## config.mk

```make
export PLATFORM = sky130hd
export DESIGN_NAME = dma_cond_eval
export DESIGN_NICKNAME = d
export VERILOG_FILES = /design/src/rtl/dma_cond_eval.sv
export SDC_FILE = /design/constraint.sdc
export NUM_CORES = 1
export LEC_CHECK = 0
export BUFFER_PORTS_ARGS = -buffer_cell sky130_fd_sc_hd__buf_2
export CORE_MARGIN = 2
export CORE_UTILIZATION = 17
export DETAILED_ROUTE_END_ITERATION = 8
export PLACE_DENSITY = 0.84
export SKIP_CTS_REPAIR_TIMING = 1
export SYNTH_ARGS = -nofsm -noshare
export SYNTH_HDL_FRONTEND = slang
export SYNTH_SLANG_ARGS = --single-unit
```

## constraint.sdc

```tcl
create_clock -name clk -period 1.8 [get_ports clk]
set_input_delay 0 -clock clk [delete_from_list [all_inputs] [get_ports clk]]
set_output_delay 0 -clock clk [all_outputs]
set_load 0.01 [all_outputs]
```

## src/rtl/dma_cond_eval.sv

```systemverilog
module dma_cond_eval #(
  parameter int CMD_W    = 16,
  parameter int STAT_W   = 8,
  parameter int SEL_W    = 32,
  parameter int CMP_W    = 4,
  parameter int MASK_LSB = 16
) (
  input  logic              clk,
  input  logic              rst_n,
  input  logic              eval_valid,
  input  logic [CMD_W-1:0]  cmd_word,
  input  logic [STAT_W-1:0] dev_status,
  input  logic [SEL_W-1:0]  irq_sel,
  input  logic [SEL_W-1:0]  br_sel,
  input  logic [SEL_W-1:0]  wait_sel,
  output logic              irq_req,
  output logic              br_taken,
  output logic              wait_hold,
  output logic              dec_valid
);

  localparam int WT_LSB  = 0;
  localparam int BR_LSB  = 2;
  localparam int INT_LSB = 4;

  function automatic logic cmp_hit(input logic [STAT_W-1:0] st,
                                   input logic [SEL_W-1:0]  sel);
    logic [CMP_W-1:0] msk;
    logic [CMP_W-1:0] val;
    msk = sel[MASK_LSB +: CMP_W];
    val = sel[CMP_W-1:0];
    return ((st[CMP_W-1:0] ^ val) & msk) == '0;
  endfunction

  function automatic logic qualify(input logic [1:0] code, input logic hit);
    case (code)
      2'b00:   return 1'b0;
      2'b01:   return hit;
      2'b10:   return !hit;
      default: return 1'b1;
    endcase
  endfunction

  logic hit_w, hit_i, hit_b;
  logic go_w, go_i, go_b;

  assign hit_w = cmp_hit(dev_status, wait_sel);
  assign hit_i = cmp_hit(dev_status, irq_sel);
  assign hit_b = cmp_hit(dev_status, br_sel);

  assign go_w = qualify(cmd_word[WT_LSB +: 2], hit_w);
  assign go_i = !go_w && qualify(cmd_word[INT_LSB +: 2], hit_i);
  assign go_b = !go_w && qualify(cmd_word[BR_LSB +: 2], hit_b);

  always_ff @(posedge clk or negedge rst_n) begin
    if (!rst_n) begin
      irq_req   <= 1'b0;
      br_taken  <= 1'b0;
      wait_hold <= 1'b0;
      dec_valid <= 1'b0;
    end else begin
      dec_valid <= eval_valid;
      if (eval_valid) begin
        wait_hold <= go_w;
        irq_req   <= go_i;
        br_taken  <= go_b;
      end
    end
  end


  strobe_pulse_chk: assert property (@(posedge clk) disable iff (!rst_n)
    eval_valid |=> dec_valid);


  no_strobe_pulse_chk: assert property (@(posedge clk) disable iff (!rst_n)
    !eval_valid |=> !dec_valid);


  hold_outputs_chk: assert property (@(posedge clk) disable iff (!rst_n)
    !eval_valid |=> $stable({irq_req, br_taken, wait_hold}));


  wait_priority_chk: assert property (@(posedge clk) disable iff (!rst_n)
    wait_hold |-> (!irq_req && !br_taken));


  wait_always_chk: assert property (@(posedge clk) disable iff (!rst_n)
    (eval_valid && cmd_word[WT_LSB +: 2] == 2'b11) |=> wait_hold);


  irq_never_chk: assert property (@(posedge clk) disable iff (!rst_n)
    (eval_valid && cmd_word[INT_LSB +: 2] == 2'b00) |=> !irq_req);

endmodule

```

After elaboration in Yosys (flattened, before gate mapping)
Index checks and enable logic that the tools add are counted.
{"block": "word_totals", "register_bits": 4, "in_bits": 123, "output_inout_bits": 4, "elab_cells": 31}
{"block": "classes", "n_eq_ne": 6, "n_mux": 3, "bitwise_logic": 6, "n_reduce_logical": 12}
{"op": "4-bit bitwise AND", "n": 3}
{"op": "4-bit logical NOT", "n": 3}
{"op": "4-bit XOR", "n": 3}
{"op": "1-bit case mux with 3 select lines", "n": 3}
{"op": "2-bit by 1-bit == test with 1-bit output (second input constant)", "n": 3}
{"op": "2-bit == test (second input constant)", "n": 3}
{"op": "2-bit logical NOT", "n": 3}
{"op": "1-bit logical NOT", "n": 4}
{"op": "1-bit logical AND", "n": 2}

Depth between registers and ports, before layout
{"block": "depth", "ltp_word": 7, "ltp_mapped": 5, "depth_no_buf": 5}

Least setup slack after synthesis
No wires, ideal clock.
{"block": "synth_timing", "kind": "input -> register", "startpoint": "input dev_status[2]", "endpoint": "register br_taken", "setup_time_ns": 0.129, "arrival_time_ns": 0.846, "t_required_ns": 1.671, "slack_ns": 0.825, "path_stages": 5, "n_path_buf": 0, "path_cell_list": "xor2_1 a22o_1 a221oi_2 mux2i_1 o22ai_2"}
{"block": "synth_via", "elab_chain_len": 7, "word_cells_on_any_way": 12, "classes_between": "mux (2); bitwise (4); reduce/logical (6)"}
{"item": "start, declared", "line": "12", "text": "input logic [STAT_W-1:0] dev_status,"}
{"item": "4-bit XOR", "line": "32", "text": "return ((st[CMP_W-1:0] ^ val) & msk) == '0;"}
{"item": "4-bit bitwise AND", "line": "32"}
{"item": "4-bit logical NOT", "line": "32"}
{"item": "1-bit logical NOT", "line": "39", "text": "2'b10: return !hit;"}
{"item": "1-bit case mux with 3 select lines", "line": "36", "text": "case (code)"}
{"item": "1-bit logical NOT", "line": "53", "text": "assign go_b = !go_w && qualify(cmd_word[BR_LSB +: 2], hit_b);"}
{"item": "1-bit logical AND *", "line": "53"}
{"item": "end signal, assigned", "line": "66", "text": "br_taken <= go_b;"}
{"item": "end, declared", "line": "17", "text": "output logic br_taken,"}
Every way passes the cells marked *; elsewhere a longest branch is shown, timed or not.
A chain may end at the register's enable or synchronous reset.

Worst setup path after layout
{"block": "layout_timing", "startpoint": "input dev_status[2]", "endpoint": "register irq_req"}
{"block": "layout_via", "elab_chain_len": 7, "word_cells_on_any_way": 12, "classes_between": "mux (2); bitwise (4); reduce/logical (6)"}
{"item": "4-bit XOR", "line": "32"}
{"item": "4-bit bitwise AND", "line": "32"}
{"item": "4-bit logical NOT", "line": "32"}
{"item": "1-bit logical NOT", "line": "39"}
{"item": "1-bit case mux with 3 select lines", "line": "36"}
{"item": "1-bit logical NOT", "line": "52", "text": "assign go_i = !go_w && qualify(cmd_word[INT_LSB +: 2], hit_i);"}
{"item": "1-bit logical AND *", "line": "52"}
{"item": "end signal, assigned", "line": "65", "text": "irq_req <= go_i;"}
{"item": "end, declared", "line": "16", "text": "output logic irq_req,"}
Marked as above.

==> out/qor.yml <==
critical_path:
  path_max_fanout: 3
  cp.required_ns: 1.90
  endpoint: "irq_req$_DFFE_PN0P_"
  crit_path_end_kind: "register"
  r2r-end: "wait_hold$_DFFE_PN0P_"
  r2r_setup_slack_ns: 1.15
  r2r_start: "wait_hold$_DFFE_PN0P_"
  crit_path_start_kind: "input pin"
  ff2ff_path_depth: 1
  arrival_ns: 1.13
  crit_start: "dev_status[2]"
  path_class: "input pin to register"
synthesis:
  ys_seq_area_frac: 0.288
  synth_nets: 155
  netlist_area_um2: 348
  synth_adder_area_share: 0
  synth.area.top_cells: "xor2_1, dfrtp_1, a221oi_2, o22ai_2, mux2i_1"
  synth.top_cell.area_share: 0.302
  synth-xor-area-share: 0.302
  synth.distinct_cells: 12
  synthMuxAreaShare: 0.0576
  synth_top_cell_by_area: "xor2_1"
  synth-simple-area-share: 0.0360
  synth-compound-area-share: 0.295
  synth_cells: 32
  syn_avg_cell_area_um2: 10.9
  yosysWarnings: 0
  synth_top_family_by_area: "XOR/XNOR gates"
  ys_ff_latch: 4
floorplan:
  dieArea_mm2: 0.00242
  ioPinCount: 127
  start_util: 0.179
  fp.dieW_um: 49.2
  rows: 16
  core_area_mm2: 0.00194
  dieHeight_um: 49.2
final_layout:
  drive_gt1_frac: 0.610
  final_util: 0.322
  diodes: 0
  multi_input_comb_area_um2: 240
  areaGrowthSynthToFinish_pct: 79.5
  seqCellArea_um2: 100
  fin_area_um2: 624
  fillCellCount: 220
  fin_nets: 202
routing:
  drt_iter0_markers: 3
  wl_mm: 1.15
  routed_via_density: 4.13
  antenna_left: 0
  wl_per_cell_um: 11.0
  drc: 0
  first_pass_iters: 4
  dr_total_vias: 429
power:
  leakage_uw: 0.000330
  power.internal_uw: 251
  p_per_area_mw_per_mm2: 567
  pwr-share-seq: 0.302
  peakVddDrop_mv: 0.198
  p_sw_uw: 103
  swShare: 0.292
  pwr-share-comb: 0.386
  p_clk_frac: 0.312
  design_power_total_uw: 354
clock_tree:
  cts_sinks: 4
  clk_pin_slew_ns: 0.04
  clkLatencyLatePin_ns: 0.24
  cts.root.buffer_cell: "clkbuf_4"
  cts_buffer_depth: 2
  cts_tree: "yes"
  cts_htree_levels: 1
  cts_buffers: 3
worst_hold_path:
  hold_path_class: "input pin to register"
place:
  gp_congestion: 0.647
  dp_worst_setup_slack_ns: 0.503
  portBuffers: 40
  place_area_um2: 582
status:
  status: "complete, no violations"
timing:
  clock_skew_ns: 0
  fin_setup_tns_ns: 0
  slew_violations: 0
  finalCritPeriodShare: 0.569
  worst_slack_ns: 0.776
  clock.fmax_ghz: 0.976
  rsz0062_at_grt: "false"
  setup_viol: 0
  hold_viol_final: 0
  fin_crit_ns: 1.02
  tightest_slew_ns: 0.243
  slew_headroom: 0.833
grt:
  globalRouteOverflowTotal: 0
  grt_max_degree: 6
  grt_pass1_wl_mm: 1.86
  grt_pass1_vias: 463
  grtUsageTotal: 0.103
  antenna_found_initial: 0
job:
  drv_cap: 0
worst max-delay path, stage by stage:
cell and delay [ns]:
buf_2 0.13, xor2_1 0.15, a22o_1 0.26, a221oi_2 0.20, mux2i_1 0.29, o22ai_2 0.10
cells in the mapped netlist:
cell type and number:
o22ai_2 2, a22oi_1 2, a22o_1 2, dfrtp_1 4, xor2_1 12, inv_1 2, nand3_1 1, nand3b_1 1
mux2i_1 2, a21boi_0 1, o21a_1 1, a221oi_2 2
power groups by stage:
stage	combinational, µW	clock (µW)	sequential [µW]
after CTS	135	113	107
after global routing	151	121	108
after floorplan	59.2	0	113
final	137	110	107
after global placement	131	0	107
after detailed placement	135	0	108
per-layer routing:
layer	vias to the layer above	GRT usage	wire length [µm]
met3	0	0.0245	126
met5	-	0	0
li1	209	-	-
met2	28	0.198	631
met1	192	0.0931	387
met4	0	0.0714	0
final cells by class:
class,count,share of cell area
Clock buffer,3,0.0361
Inverter,2,0.0120
Multi-Input combinational cell,26,0.385
Sequential cell,4,0.160
Tap cell,27,0.0541
Timing Repair Buffer,42,0.353
registers in the layout (all words and copies together) (netlist names):
signal and count:
dec_valid 1, irq_req 1, br_taken 1, wait_hold 1
stage by stage:
step	std cells	hold slack [ns]
after floorplan	32	-0.296
after global placement	99	-0.197
after detailed placement	99	-0.193
after CTS	102	-0.442
after global routing	104	0.0739
final	104	0.0750
cell usage in the layout (no fill, tap or decap), drive strengths merged:
cell | Yosys | routed
buf | 0 | 40
xor2 | 12 | 12
dfrtp | 4 | 4
clkbuf | 0 | 3
inv | 2 | 2
a22oi | 2 | 2
a22o | 2 | 2
a221oi | 2 | 2
mux2i | 2 | 2
o22ai | 2 | 2
dlygate4sd3 | 0 | 2
a21boi | 1 | 1
nand3 | 1 | 1
nand3b | 1 | 1
o21a | 1 | 1
kinds of logic (layout without fill, tap and decap cells):
| family | Yosys count | after routing |
|---|---|---|
| mux | 2 | 2 |
| simple gates | 2 | 2 |
| buf+inv | 2 | 47 |
| compound gates | 10 | 10 |
| flops | 4 | 4 |
| xor+xnor | 12 | 12 |
how the worst min path moves through the flow:
stage	startpoint	to	slack, ns	cells after the start
after floorplan	rst_n	br_taken$_DFFE_PN0P_	-0.30	0
after global placement	rst_n	wait_hold$_DFFE_PN0P_	-0.20	1
after detailed placement	rst_n	wait_hold$_DFFE_PN0P_	-0.19	1
after CTS	rst_n	br_taken$_DFFE_PN0P_	-0.44	1
after global routing	cmd_word[5]	irq_req$_DFFE_PN0P_	0.07	3
final	cmd_word[3]	br_taken$_DFFE_PN0P_	0.08	3
Note: power is estimated with default switching activity, not from simulation.
